--- config.mk ---
export PLATFORM = sky130hd
export DESIGN_NAME = msq_packet_seq
export DESIGN_NICKNAME = d
export VERILOG_FILES = /design/src/rtl/msq_pkg.sv /design/src/rtl/msq_fault_probe.sv /design/src/rtl/msq_byte_mem.sv /design/src/rtl/msq_load_ext.sv /design/src/rtl/msq_packet_seq.sv
export SDC_FILE = /design/constraint.sdc
export NUM_CORES = 2
export LEC_CHECK = 0
export BUFFER_PORTS_ARGS = -buffer_cell sky130_fd_sc_hd__buf_2
export CELL_PAD_IN_SITES_DETAIL_PLACEMENT = 1
export CELL_PAD_IN_SITES_GLOBAL_PLACEMENT = 1
export CORE_MARGIN = 4
export CORE_UTILIZATION = 40
export CTS_CLUSTER_SIZE = 40
export DETAILED_ROUTE_END_ITERATION = 10
export PLACE_DENSITY_LB_ADDON = 0.15
export SYNTH_ARGS = -nofsm -noshare
export SYNTH_HDL_FRONTEND = slang
export SYNTH_HIERARCHICAL = 1
export SYNTH_SLANG_ARGS = --single-unit
--- constraint.sdc ---
create_clock -name clk -period 6.48 [get_ports clk]
set_input_delay 0.648 -clock clk [delete_from_list [all_inputs] [get_ports clk]]
set_output_delay 0.648 -clock clk [all_outputs]
set_load 0.005 [all_outputs]
--- src/rtl/msq_pkg.sv ---
package msq_pkg;
  typedef enum logic [1:0] {
    SQ_IDLE   = 2'd0,
    SQ_COMMIT = 2'd1,
    SQ_READ   = 2'd2,
    SQ_RESP   = 2'd3
  } seq_state_e;

  localparam int DATA_W = 64;
  localparam int LANES  = DATA_W / 8;

  // size code to byte count: 0->1, 1->2, 2->4, 3->8
  function automatic logic [3:0] code_bytes(input logic [1:0] code);
    return 4'd1 << code;
  endfunction
endpackage

--- src/rtl/msq_fault_probe.sv ---
module msq_fault_probe #(
  parameter int ADDR_W    = 8,
  parameter int MEM_BYTES = 64
) (
  input  logic [ADDR_W-1:0] addr,
  input  logic [1:0]        size,
  output logic              bad
);
  localparam int END_W = ADDR_W + 1;

  logic [2:0]       low_mask;
  logic [END_W-1:0] end_excl;
  logic             misaligned;
  logic             beyond;

  always_comb begin
    low_mask   = 3'(msq_pkg::code_bytes(size) - 4'd1);
    misaligned = |(addr[2:0] & low_mask);
    end_excl   = END_W'(addr) + END_W'(msq_pkg::code_bytes(size));
    beyond     = end_excl > END_W'(MEM_BYTES);
    bad        = misaligned || beyond;
  end
endmodule

--- src/rtl/msq_byte_mem.sv ---
module msq_byte_mem #(
  parameter int ADDR_W    = 8,
  parameter int MEM_BYTES = 64
) (
  input  logic              clk,
  input  logic              rst_n,
  input  logic              we,
  input  logic [ADDR_W-1:0] wr_addr,
  input  logic [1:0]        wr_size,
  input  logic [63:0]       wr_data,
  input  logic [ADDR_W-1:0] rd_addr,
  output logic [63:0]       rd_data
);
  localparam int OFS_W = ADDR_W + 1;
  localparam int IDX_W = (MEM_BYTES > 1) ? $clog2(MEM_BYTES) : 1;

  logic [7:0]           cells   [MEM_BYTES];
  logic [7:0]           cell_wd [MEM_BYTES];
  logic [MEM_BYTES-1:0] cell_we;

  // per-cell write decode: cell b is hit when 0 <= b-addr < width
  for (genvar b = 0; b < MEM_BYTES; b++) begin : g_cell
    logic [OFS_W-1:0] ofs;
    assign ofs        = OFS_W'(b) - OFS_W'(wr_addr);
    assign cell_we[b] = we && (ofs < (OFS_W'(1) << wr_size));
    assign cell_wd[b] = wr_data[{ofs[2:0], 3'b000} +: 8];
  end

  always_ff @(posedge clk or negedge rst_n) begin
    if (!rst_n) begin
      for (int i = 0; i < MEM_BYTES; i++) cells[i] <= 8'h00;
    end else begin
      for (int i = 0; i < MEM_BYTES; i++)
        if (cell_we[i]) cells[i] <= cell_wd[i];
    end
  end

  // little-endian read of eight consecutive bytes, zero past the end
  for (genvar j = 0; j < msq_pkg::LANES; j++) begin : g_lane
    logic [OFS_W-1:0] idx;
    assign idx = OFS_W'(rd_addr) + OFS_W'(j);
    assign rd_data[8*j +: 8] = (idx < OFS_W'(MEM_BYTES)) ? cells[idx[IDX_W-1:0]] : 8'h00;
  end
endmodule

--- src/rtl/msq_load_ext.sv ---
module msq_load_ext (
  input  logic [63:0] raw,
  input  logic [1:0]  size,
  input  logic        sgn,
  output logic [63:0] value
);
  always_comb begin
    case (size)
      2'd0:    value = sgn ? {{56{raw[7]}},  raw[7:0]}  : {56'd0, raw[7:0]};
      2'd1:    value = sgn ? {{48{raw[15]}}, raw[15:0]} : {48'd0, raw[15:0]};
      2'd2:    value = sgn ? {{32{raw[31]}}, raw[31:0]} : {32'd0, raw[31:0]};
      default: value = raw;
    endcase
  end
endmodule

--- src/rtl/msq_packet_seq.sv ---
module msq_packet_seq import msq_pkg::*; #(
  parameter int ADDR_W    = 8,
  parameter int MEM_BYTES = 64,
  parameter int LD_SLOT   = 0,
  parameter int ST_SLOT   = 1,
  parameter int LOOP_BIT  = 4
) (
  input  logic              clk,
  input  logic              rst_n,
  input  logic              pkt_valid,
  output logic              pkt_ready,
  input  logic              st_valid,
  input  logic              st_predicated,
  input  logic              st_pred,
  input  logic [ADDR_W-1:0] st_addr,
  input  logic [1:0]        st_size,
  input  logic [63:0]       st_data,
  input  logic              ld_valid,
  input  logic              ld_predicated,
  input  logic              ld_pred,
  input  logic              ld_endloop,
  input  logic [ADDR_W-1:0] ld_addr,
  input  logic [1:0]        ld_size,
  input  logic              ld_signed,
  output logic              res_valid,
  input  logic              res_ready,
  output logic [63:0]       res_load_data,
  output logic [LOOP_BIT:0] res_cancel,
  output logic              res_fault
);
  localparam int CANCEL_W = LOOP_BIT + 1;
  localparam logic [CANCEL_W-1:0] USED_BITS =
    CANCEL_W'((1 << LD_SLOT) | (1 << ST_SLOT) | (1 << LOOP_BIT));

  seq_state_e state;

  // captured packet
  logic              st_v_q, st_p_q, st_pr_q;
  logic [ADDR_W-1:0] st_a_q;
  logic [1:0]        st_s_q;
  logic [63:0]       st_d_q;
  logic              ld_v_q, ld_p_q, ld_pr_q, ld_e_q, ld_sg_q;
  logic [ADDR_W-1:0] ld_a_q;
  logic [1:0]        ld_s_q;

  logic                st_live, ld_live, probe_bad, ld_fault, mem_we;
  logic [CANCEL_W-1:0] cancel_nxt;
  logic [63:0]         mem_rd, ext_val;

  assign pkt_ready = (state == SQ_IDLE);
  assign res_valid = (state == SQ_RESP);

  msq_fault_probe #(.ADDR_W(ADDR_W), .MEM_BYTES(MEM_BYTES)) u_probe (
    .addr (ld_a_q),
    .size (ld_s_q),
    .bad  (probe_bad)
  );

  always_comb begin
    st_live  = st_v_q && (!st_p_q || st_pr_q);
    ld_live  = ld_v_q && (!ld_p_q || ld_pr_q);
    // probe only a load that will really execute
    ld_fault = ld_live && probe_bad;
    mem_we   = (state == SQ_COMMIT) && st_live && !ld_fault;
    cancel_nxt = '0;
    if (st_v_q && st_p_q && !st_pr_q) cancel_nxt[ST_SLOT] = 1'b1;
    if (ld_v_q && ld_p_q && !ld_pr_q) begin
      if (ld_e_q) cancel_nxt[LOOP_BIT] = 1'b1;
      else        cancel_nxt[LD_SLOT]  = 1'b1;
    end
  end

  msq_byte_mem #(.ADDR_W(ADDR_W), .MEM_BYTES(MEM_BYTES)) u_mem (
    .clk     (clk),
    .rst_n   (rst_n),
    .we      (mem_we),
    .wr_addr (st_a_q),
    .wr_size (st_s_q),
    .wr_data (st_d_q),
    .rd_addr (ld_a_q),
    .rd_data (mem_rd)
  );

  msq_load_ext u_ext (
    .raw   (mem_rd),
    .size  (ld_s_q),
    .sgn   (ld_sg_q),
    .value (ext_val)
  );

  always_ff @(posedge clk or negedge rst_n) begin
    if (!rst_n) begin
      state         <= SQ_IDLE;
      st_v_q        <= 1'b0;
      st_p_q        <= 1'b0;
      st_pr_q       <= 1'b0;
      st_a_q        <= '0;
      st_s_q        <= '0;
      st_d_q        <= '0;
      ld_v_q        <= 1'b0;
      ld_p_q        <= 1'b0;
      ld_pr_q       <= 1'b0;
      ld_e_q        <= 1'b0;
      ld_sg_q       <= 1'b0;
      ld_a_q        <= '0;
      ld_s_q        <= '0;
      res_load_data <= '0;
      res_cancel    <= '0;
      res_fault     <= 1'b0;
    end else begin
      case (state)
        SQ_IDLE: if (pkt_valid) begin
          st_v_q  <= st_valid;
          st_p_q  <= st_predicated;
          st_pr_q <= st_pred;
          st_a_q  <= st_addr;
          st_s_q  <= st_size;
          st_d_q  <= st_data;
          ld_v_q  <= ld_valid;
          ld_p_q  <= ld_predicated;
          ld_pr_q <= ld_pred;
          ld_e_q  <= ld_endloop;
          ld_sg_q <= ld_signed;
          ld_a_q  <= ld_addr;
          ld_s_q  <= ld_size;
          state   <= SQ_COMMIT;
        end
        SQ_COMMIT: begin
          res_fault  <= ld_fault;
          res_cancel <= cancel_nxt;
          state      <= SQ_READ;
        end
        SQ_READ: begin
          res_load_data <= (ld_live && !res_fault) ? ext_val : 64'd0;
          state         <= SQ_RESP;
        end
        default: if (res_ready) state <= SQ_IDLE;
      endcase
    end
  end

  AST_READY_ONLY_IDLE: assert property (@(posedge clk) disable iff (!rst_n)
    pkt_ready |-> !res_valid);
  AST_RESULT_LATENCY: assert property (@(posedge clk) disable iff (!rst_n)
    $past(pkt_valid && pkt_ready, 3) |-> res_valid);
  AST_RESULT_HELD: assert property (@(posedge clk) disable iff (!rst_n)
    res_valid && !res_ready |=> res_valid && $stable(res_load_data) &&
    $stable(res_cancel) && $stable(res_fault));
  AST_FAULT_ZERO_DATA: assert property (@(posedge clk) disable iff (!rst_n)
    res_valid && res_fault |-> res_load_data == 64'd0);
  AST_FAULT_NOT_CANCELLED: assert property (@(posedge clk) disable iff (!rst_n)
    res_valid && res_fault |-> !res_cancel[LD_SLOT] && !res_cancel[LOOP_BIT]);
  AST_LOOP_EXCLUSIVE: assert property (@(posedge clk) disable iff (!rst_n)
    res_valid |-> !(res_cancel[LD_SLOT] && res_cancel[LOOP_BIT]));
  AST_SPARE_BITS_CLEAR: assert property (@(posedge clk) disable iff (!rst_n)
    res_valid |-> (res_cancel & ~USED_BITS) == '0);
endmodule

Yosys cells after proc, flatten, opt, wreduce, memory -nomap -nowiden
Cells that the tools add are included.
{"block": "word_totals", "inputBits": 96, "reg_bits": 674, "word_cells": 450}
{"block": "classes", "n_mux": 45, "n_reduce_logical": 89, "eq_ne": 6, "bitwise": 9, "magnitude_cmp": 81, "shifts": 66, "addsub": 73}
{"op": "$shiftx A64 B7 Y8", "count": 64}
{"op": "$lt A9 B9 Y1", "count": 64}
{"op": "$bmux W8 S6", "count": 8}
{"op": "$sub A6 B8 Y9 const A", "count": 32}
{"op": "$mux W64", "count": 4}
{"op": "$mux W8", "count": 24}
{"op": "$pmux W64 S3", "count": 1}
{"op": "$sub A5 B8 Y9 const A", "count": 16}
{"op": "$logic_and A1 B1 Y1", "count": 74}
{"op": "$sub A4 B8 Y9 const A", "count": 8}
{"op": "$lt A9 B7 Y1 const B", "count": 7}
{"op": "$ge A7 B7 Y1 const B", "count": 8}
{"op": "$not A6 Y7", "count": 8}
{"op": "$add A8 B3 Y9 const B", "count": 4}
{"op": "$sub A3 B8 Y9 const A", "count": 4}
{"op": "$add A8 B2 Y9 const B", "count": 2}
{"op": "$sub A1 B8 Y9 const A", "count": 2}
{"op": "$sub A2 B8 Y9 const A", "count": 2}
{"op": "$add A8 B1 Y9 const B", "count": 1}
{"op": "$add A8 B4 Y9", "count": 1}
{"op": "$gt A9 B7 Y1 const B", "count": 1}
{"op": "$shl A1 B2 Y9 const A", "count": 1}
{"op": "$lt A8 B7 Y1 const B", "count": 1}
{"op": "$eq A2 B2 Y1 const B", "count": 3}
{"op": "other kinds (14)", "count": 29}

Logic depth before layout (Yosys ltp)
{"block": "logic_depth", "word_depth": 9, "ltp_mapped": 20, "mapped_depth_nobuf": 15}

By module
The synthesis kept the hierarchy.
{"mod": "msq_byte_mem", "cells_each": 3871, "instances": 1, "seq_area_each_um2": 12812.3, "area_each_um2": 48059.8}
{"mod": "msq_packet_seq", "cells_each": 380, "instances": 1, "seq_area_each_um2": 4053.9, "area_each_um2": 6486.2}
{"mod": "msq_load_ext", "cells_each": 149, "instances": 1, "seq_area_each_um2": 0.0, "area_each_um2": 920.9}
{"mod": "msq_fault_probe", "cells_each": 42, "instances": 1, "seq_area_each_um2": 0.0, "area_each_um2": 307.8}

Least setup slack after synthesis
No wires, ideal clock.
{"block": "synth_timing", "path_type": "register to register", "start": "register ld_a_q[0]", "end": "register res_load_data[53]", "t_required_ps": 6359, "synth_period_minus_slack_ps": 4952, "stages_incl_launch_ff": 20, "arrival_ps": 4831, "setup_time_ps": 121, "path_slack_ps": 1528, "cell_sequence": "dfrtp_1 -> buf_2 -> buf_2 -> buf_2 -> clkinv_1 -> clkbuf_1 -> buf_2 -> ha_1 -> clkbuf_1 -> buf_2 -> buf_2 -> buf_1 -> mux4_2 -> mux4_1 -> o2111ai_1 -> o21ai_0 -> nand4b_1 -> buf_2 -> o211ai_2 -> a22o_1"}
{"block": "synth_via", "elab_chain_cells": 9, "elab_cells_between_ends": 32, "classes_between": "add/sub (3); order compare (4); mux (21); bitwise (4)"}
{"element": "start: declaration", "line": "msq_packet_seq.sv:43", "source": "logic [ADDR_W-1:0] ld_a_q;"}
{"element": "start signal: assignment", "line": "msq_packet_seq.sv:124", "source": "ld_a_q <= ld_addr;"}
{"element": "$add A8 B2 Y9 *", "line": "msq_byte_mem.sv:41", "source": "assign idx = OFS_W'(rd_addr) + OFS_W'(j);"}
{"element": "$not A6 Y7 (implied by the code)", "line": "msq_byte_mem.sv:42", "source": "assign rd_data[8*j +: 8] = (idx < OFS_W'(MEM_BYTES)) ? cells[idx[IDX_W-1:0]] : 8'h00;"}
{"element": "$bmux W8 S6", "line": "msq_byte_mem.sv:42"}
{"element": "$mux W8 (implied by the code) (2 in series)", "line": "msq_byte_mem.sv:42"}
{"element": "$mux W8 *", "line": "msq_byte_mem.sv:42"}
{"element": "via mem_rd[31]", "line": "msq_packet_seq.sv:48", "source": "logic [63:0] mem_rd, ext_val;"}
{"element": "$mux W64 *", "line": "msq_load_ext.sv:11", "source": "2'd2: value = sgn ? {{32{raw[31]}}, raw[31:0]} : {32'd0, raw[31:0]};"}
{"element": "$pmux W64 S3 *", "line": "msq_load_ext.sv:8", "source": "case (size)"}
{"element": "via ext_val[53]", "line": "msq_packet_seq.sv:48"}
{"element": "$mux W64 *", "line": "msq_packet_seq.sv:134", "source": "res_load_data <= (ld_live && !res_fault) ? ext_val : 64'd0;"}
{"element": "end signal: assignment", "line": "msq_packet_seq.sv:134"}
{"element": "end: declaration", "line": "msq_packet_seq.sv:27", "source": "output logic [63:0] res_load_data,"}
The timed path passes the listed nets; every way through them passes the cells marked *. The select of a mux whose other input is x is not followed.
A chain may end at the register's enable or synchronous reset.

Worst setup path after layout
{"block": "layout_timing", "start": "register ld_a_q[3]", "end": "register res_load_data[12]"}
{"block": "layout_via", "elab_chain_cells": 9, "elab_cells_between_ends": 18, "classes_between": "add/sub (1); order compare (2); mux (13); bitwise (2)"}
{"element": "$add A8 B1 Y9 *", "line": "msq_byte_mem.sv:41"}
{"element": "$not A6 Y7 (implied by the code)", "line": "msq_byte_mem.sv:42"}
{"element": "$bmux W8 S6", "line": "msq_byte_mem.sv:42"}
{"element": "$mux W8 (implied by the code) (2 in series)", "line": "msq_byte_mem.sv:42"}
{"element": "$mux W8 *", "line": "msq_byte_mem.sv:42"}
{"element": "via mem_rd[12]", "line": "msq_packet_seq.sv:48"}
{"element": "$mux W64 (on tied branches)", "line": "msq_load_ext.sv:11, msq_load_ext.sv:10"}
{"element": "$pmux W64 S3 *", "line": "msq_load_ext.sv:8"}
{"element": "via ext_val[12]", "line": "msq_packet_seq.sv:48"}
{"element": "$mux W64 *", "line": "msq_packet_seq.sv:134"}
Marks and branches as above.

==> impl_results.rst <==
.. list-table::
   :header-rows: 1

   * - Metric
     - Value
   * - Run status
     - completed
   * - Number of core rows
     - 136
   * - Setup repair after global routing missed its margin
     - false
   * - Worst r2r dst
     - res_load_data[12]
   * - Vias
     - 47,100
   * - Most frequent cells after synthesis
     - mux4_2, dfrtp_1, nand2_1
   * - DRC violation count after routing
     - 0
   * - Mean routed wirelength per cell
     - 43.0 µm
   * - Final setup viols
     - 0
   * - Number of instances in the synthesized netlist
     - 4,442
   * - Warning count from the yosys run
     - 6
   * - Final Max Slew Viols
     - 0
   * - Share of synthesized flip-flops with an asynchronous set or reset
     - 1.00
   * - Required time of the worst setup path
     - 7.13 ns
   * - Register-to-Register Setup Slack
     - 1.19 ns
   * - Worst reg-to-reg path cell count
     - 10
   * - Clock sink total
     - 674
   * - Die Outline Area
     - 145,000 µm²
   * - Worst-case headroom to the max-slew limit
     - 0.0275
   * - CTS buffer count
     - 86
   * - Period Utilization, post-route
     - 0.816
   * - Maximum clock frequency
     - 0.189 GHz
   * - Total congestion overflow
     - 0
   * - Total number of nets in the final design
     - 4,676
   * - Number of enable-type register cells in the synthesized netlist
     - 0
   * - Global-route wire length before repair
     - 384,000 µm
   * - Worst setup EP type
     - flop
   * - Critical register-to-register path startpoint
     - ld_a_q[3]
   * - Count of H-tree levels built during CTS
     - 3
   * - Transition time at the pin with the least slew margin
     - 1.45 ns
   * - Ports placed on the boundary
     - 168
   * - First-pass iteration count of the detailed router
     - 6
   * - Sequential cell area fraction in the yosys report
     - 0.302
   * - Worst-path maximum fanout
     - 28
   * - Fraction of post-synthesis cell area in the top cell type by area
     - 0.315
   * - Routability-driven placement congestion ratio
     - 0.987
   * - Via density per instance
     - 7.30
   * - Hold buffer count at CTS
     - 0
   * - Library cell with the highest instance count after synthesis
     - mux4_2
   * - Maximum number of pins on one net before global-route repair
     - 143
   * - Buffer depth of the longest clock path
     - 3
   * - Maximum ir drop on the vdd rail
     - 495 µV
   * - CTS-repair resized insts
     - 0
   * - Port Buffer Count
     - 165
   * - Die Y-Extent
     - 381 µm
   * - Floorplan core area
     - 138,000 µm²
   * - Setup TNS
     - 0 ns
   * - Final wirelength
     - 278,000 µm
   * - Leakage
     - 25.9 nW
   * - Number of antenna-violating nets in the routed design
     - 0
   * - Layout-stage area growth over the synthesis result
     - 11.8%
   * - Flip-flop and latch count after synthesis
     - 674
   * - Initial drt markers
     - 6,359
   * - CTS clk-pin slew, worst paths
     - 0.06 ns
   * - CP Class
     - flop to flop
   * - Core Util, Final
     - 0.452
   * - Dominant cells by area after synthesis
     - mux4_2, dfrtp_1, mux2_2
   * - Number of global-route vias before repair
     - 46,200
   * - Power density cells
     - 624 nW/µm²
   * - Half-perimeter wire length of the detailed placement result
     - 192,000 µm
   * - Setup fix buffers added after clock tree synthesis
     - 0
   * - Number of inserted filler cells in the final layout
     - 14,300
   * - Horizontal die dimension
     - 381 µm
   * - Number of unique standard cell types used by synthesis
     - 98
   * - Power Total
     - 38.9 mW
   * - Mean cell area of the mapped netlist
     - 12.6 µm²
   * - Layout cell share with drive strength beyond 1
     - 0.431
   * - Syn Std Cell Area
     - 55,800 µm²
   * - Clock tree from TritonCTS
     - built
   * - Worst clock skew
     - 0.0328 ns
   * - Dominant synthesized flop cell
     - dfrtp_1
   * - Clock root buffer master
     - clkbuf_16
   * - Number of antenna violations at the first check in global routing
     - 22
   * - Combined global-route utilization of all metal layers
     - 0.376
   * - # Max-Cap Violations
     - 0
   * - Post-layout minimum cycle time
     - 5.29 ns
   * - Min-delay worst type
     - input port to async pin
   * - Startpoint kind of the worst setup timing path
     - flop
   * - Final Hold Fails
     - 0
   * - Insertion delay of the later-clocked pin in the worst-skew pair
     - 0.72 ns
   * - Initial standard-cell utilization of the core
     - 0.404
   * - Critical path data arrival time
     - 5.93 ns
   * - Library cell occupying the most area in the post-synthesis netlist
     - mux4_2
==> where the power goes <==
part / total [mW] / switching, mW / internal, mW
Combinational: 27.0 / 18.1 / 8.93
Clock: 5.17 / 2.15 / 3.02
Sequential: 6.70 / 1.56 / 5.13
==> layer usage <==
layer	track usage	vias up	wire length, µm
met5	0	-	135
met4	0.238	20	21300
met3	0.155	874	37200
met2	0.537	3442	118000
met1	0.470	25000	101000
li1	-	17800	-
==> layout make-up <==
cell class	instances	area, µm²	area share
Clock inverter	40	536	0.00859
Sequential cell	674	16900	0.271
Tap cell	1863	2330	0.0374
Multi-Input combinational cell	3312	37200	0.597
Antenna cell	13	32.5	0.000522
Inverter	53	199	0.00319
Clock buffer	119	2420	0.0388
Timing Repair Buffer	382	2740	0.0440
==> cells in the final DEF (no fill, tap or decap), drive strengths merged, types with 59 or more instances in the layout <==
cell    synthesis  routed
ha             70      70
o21ai          95      95
mux4          788     788
clkbuf        144     119
nand3         149     149
mux2i         140     140
a21oi         134     134
xnor2          71      71
o211ai         59      59
buf           260     382
dfrtp         674     674
mux2          564     564
nand2         615     615
a22o           66      66
nor2           96      96
==> flip-flops by register name (all words and copies together) (netlist names), 2 cells and up <==
signal,cells
ld_a_q,8
res_load_data,64
st_s_q,2
res_cancel,3
u_mem/cells,512
st_a_q,8
st_d_q,64
state,2
ld_s_q,2
==> worst max path at each step <==
stage | startpoint | end | cells after the start
after global routing | ld_s_q[0] | u_mem/cells[510] | 17
final | ld_a_q[3] | res_load_data[12] | 10
after floorplan | ld_a_q[0] | res_load_data[53] | 19
after detailed placement | ld_s_q[0] | u_mem/cells[510] | 17
after CTS | ld_s_q[0] | u_mem/cells[507] | 17
after global placement | ld_s_q[0] | u_mem/cells[506] | 17
==> worst max-delay path, stage by stage (launching register included) <==
cell and delay (ns):
dfrtp_2 0.94, clkinv_1 0.76, xnor2_2 1.32, buf_4 0.55
nand2_1 0.11, nand3_1 0.11, nand4_1 0.13, o22ai_1 0.74
o21ai_0 0.22, nand2_1 0.12, a22o_1 0.13
==> through the flow <==
stage	hold WS, ns	area [µm²]	setup WS, ns	std cells
floorplan	0.352	55800	1.53	4443
finish	0.0137	62300	1.19	6456
CTS	0.0538	62300	1.34	6443
detailed placement	0.495	59300	1.36	6284
global placement	0.489	59300	1.37	6284
global route	0.0783	62300	0.978	6444
==> kinds of logic (layout without fill, tap and decap cells) <==
| group | count (synthesis) | in the layout | share of synthesized area |
|---|---|---|---|
| buffers and inverters | 457 | 594 | 0.0396 |
| xor gates and xnor gates | 88 | 88 | 0.0141 |
| adders and majority gates | 71 | 71 | 0.0161 |
| AOI/OAI and AO/OA | 594 | 594 | 0.0750 |
| other | 1 | 15 | 0.0000672 |
| muxes | 1492 | 1492 | 0.463 |
| and+or+nand+nor | 1065 | 1065 | 0.0894 |
| DFF | 674 | 674 | 0.302 |
Note: power is estimated with default switching activity, not from simulation.
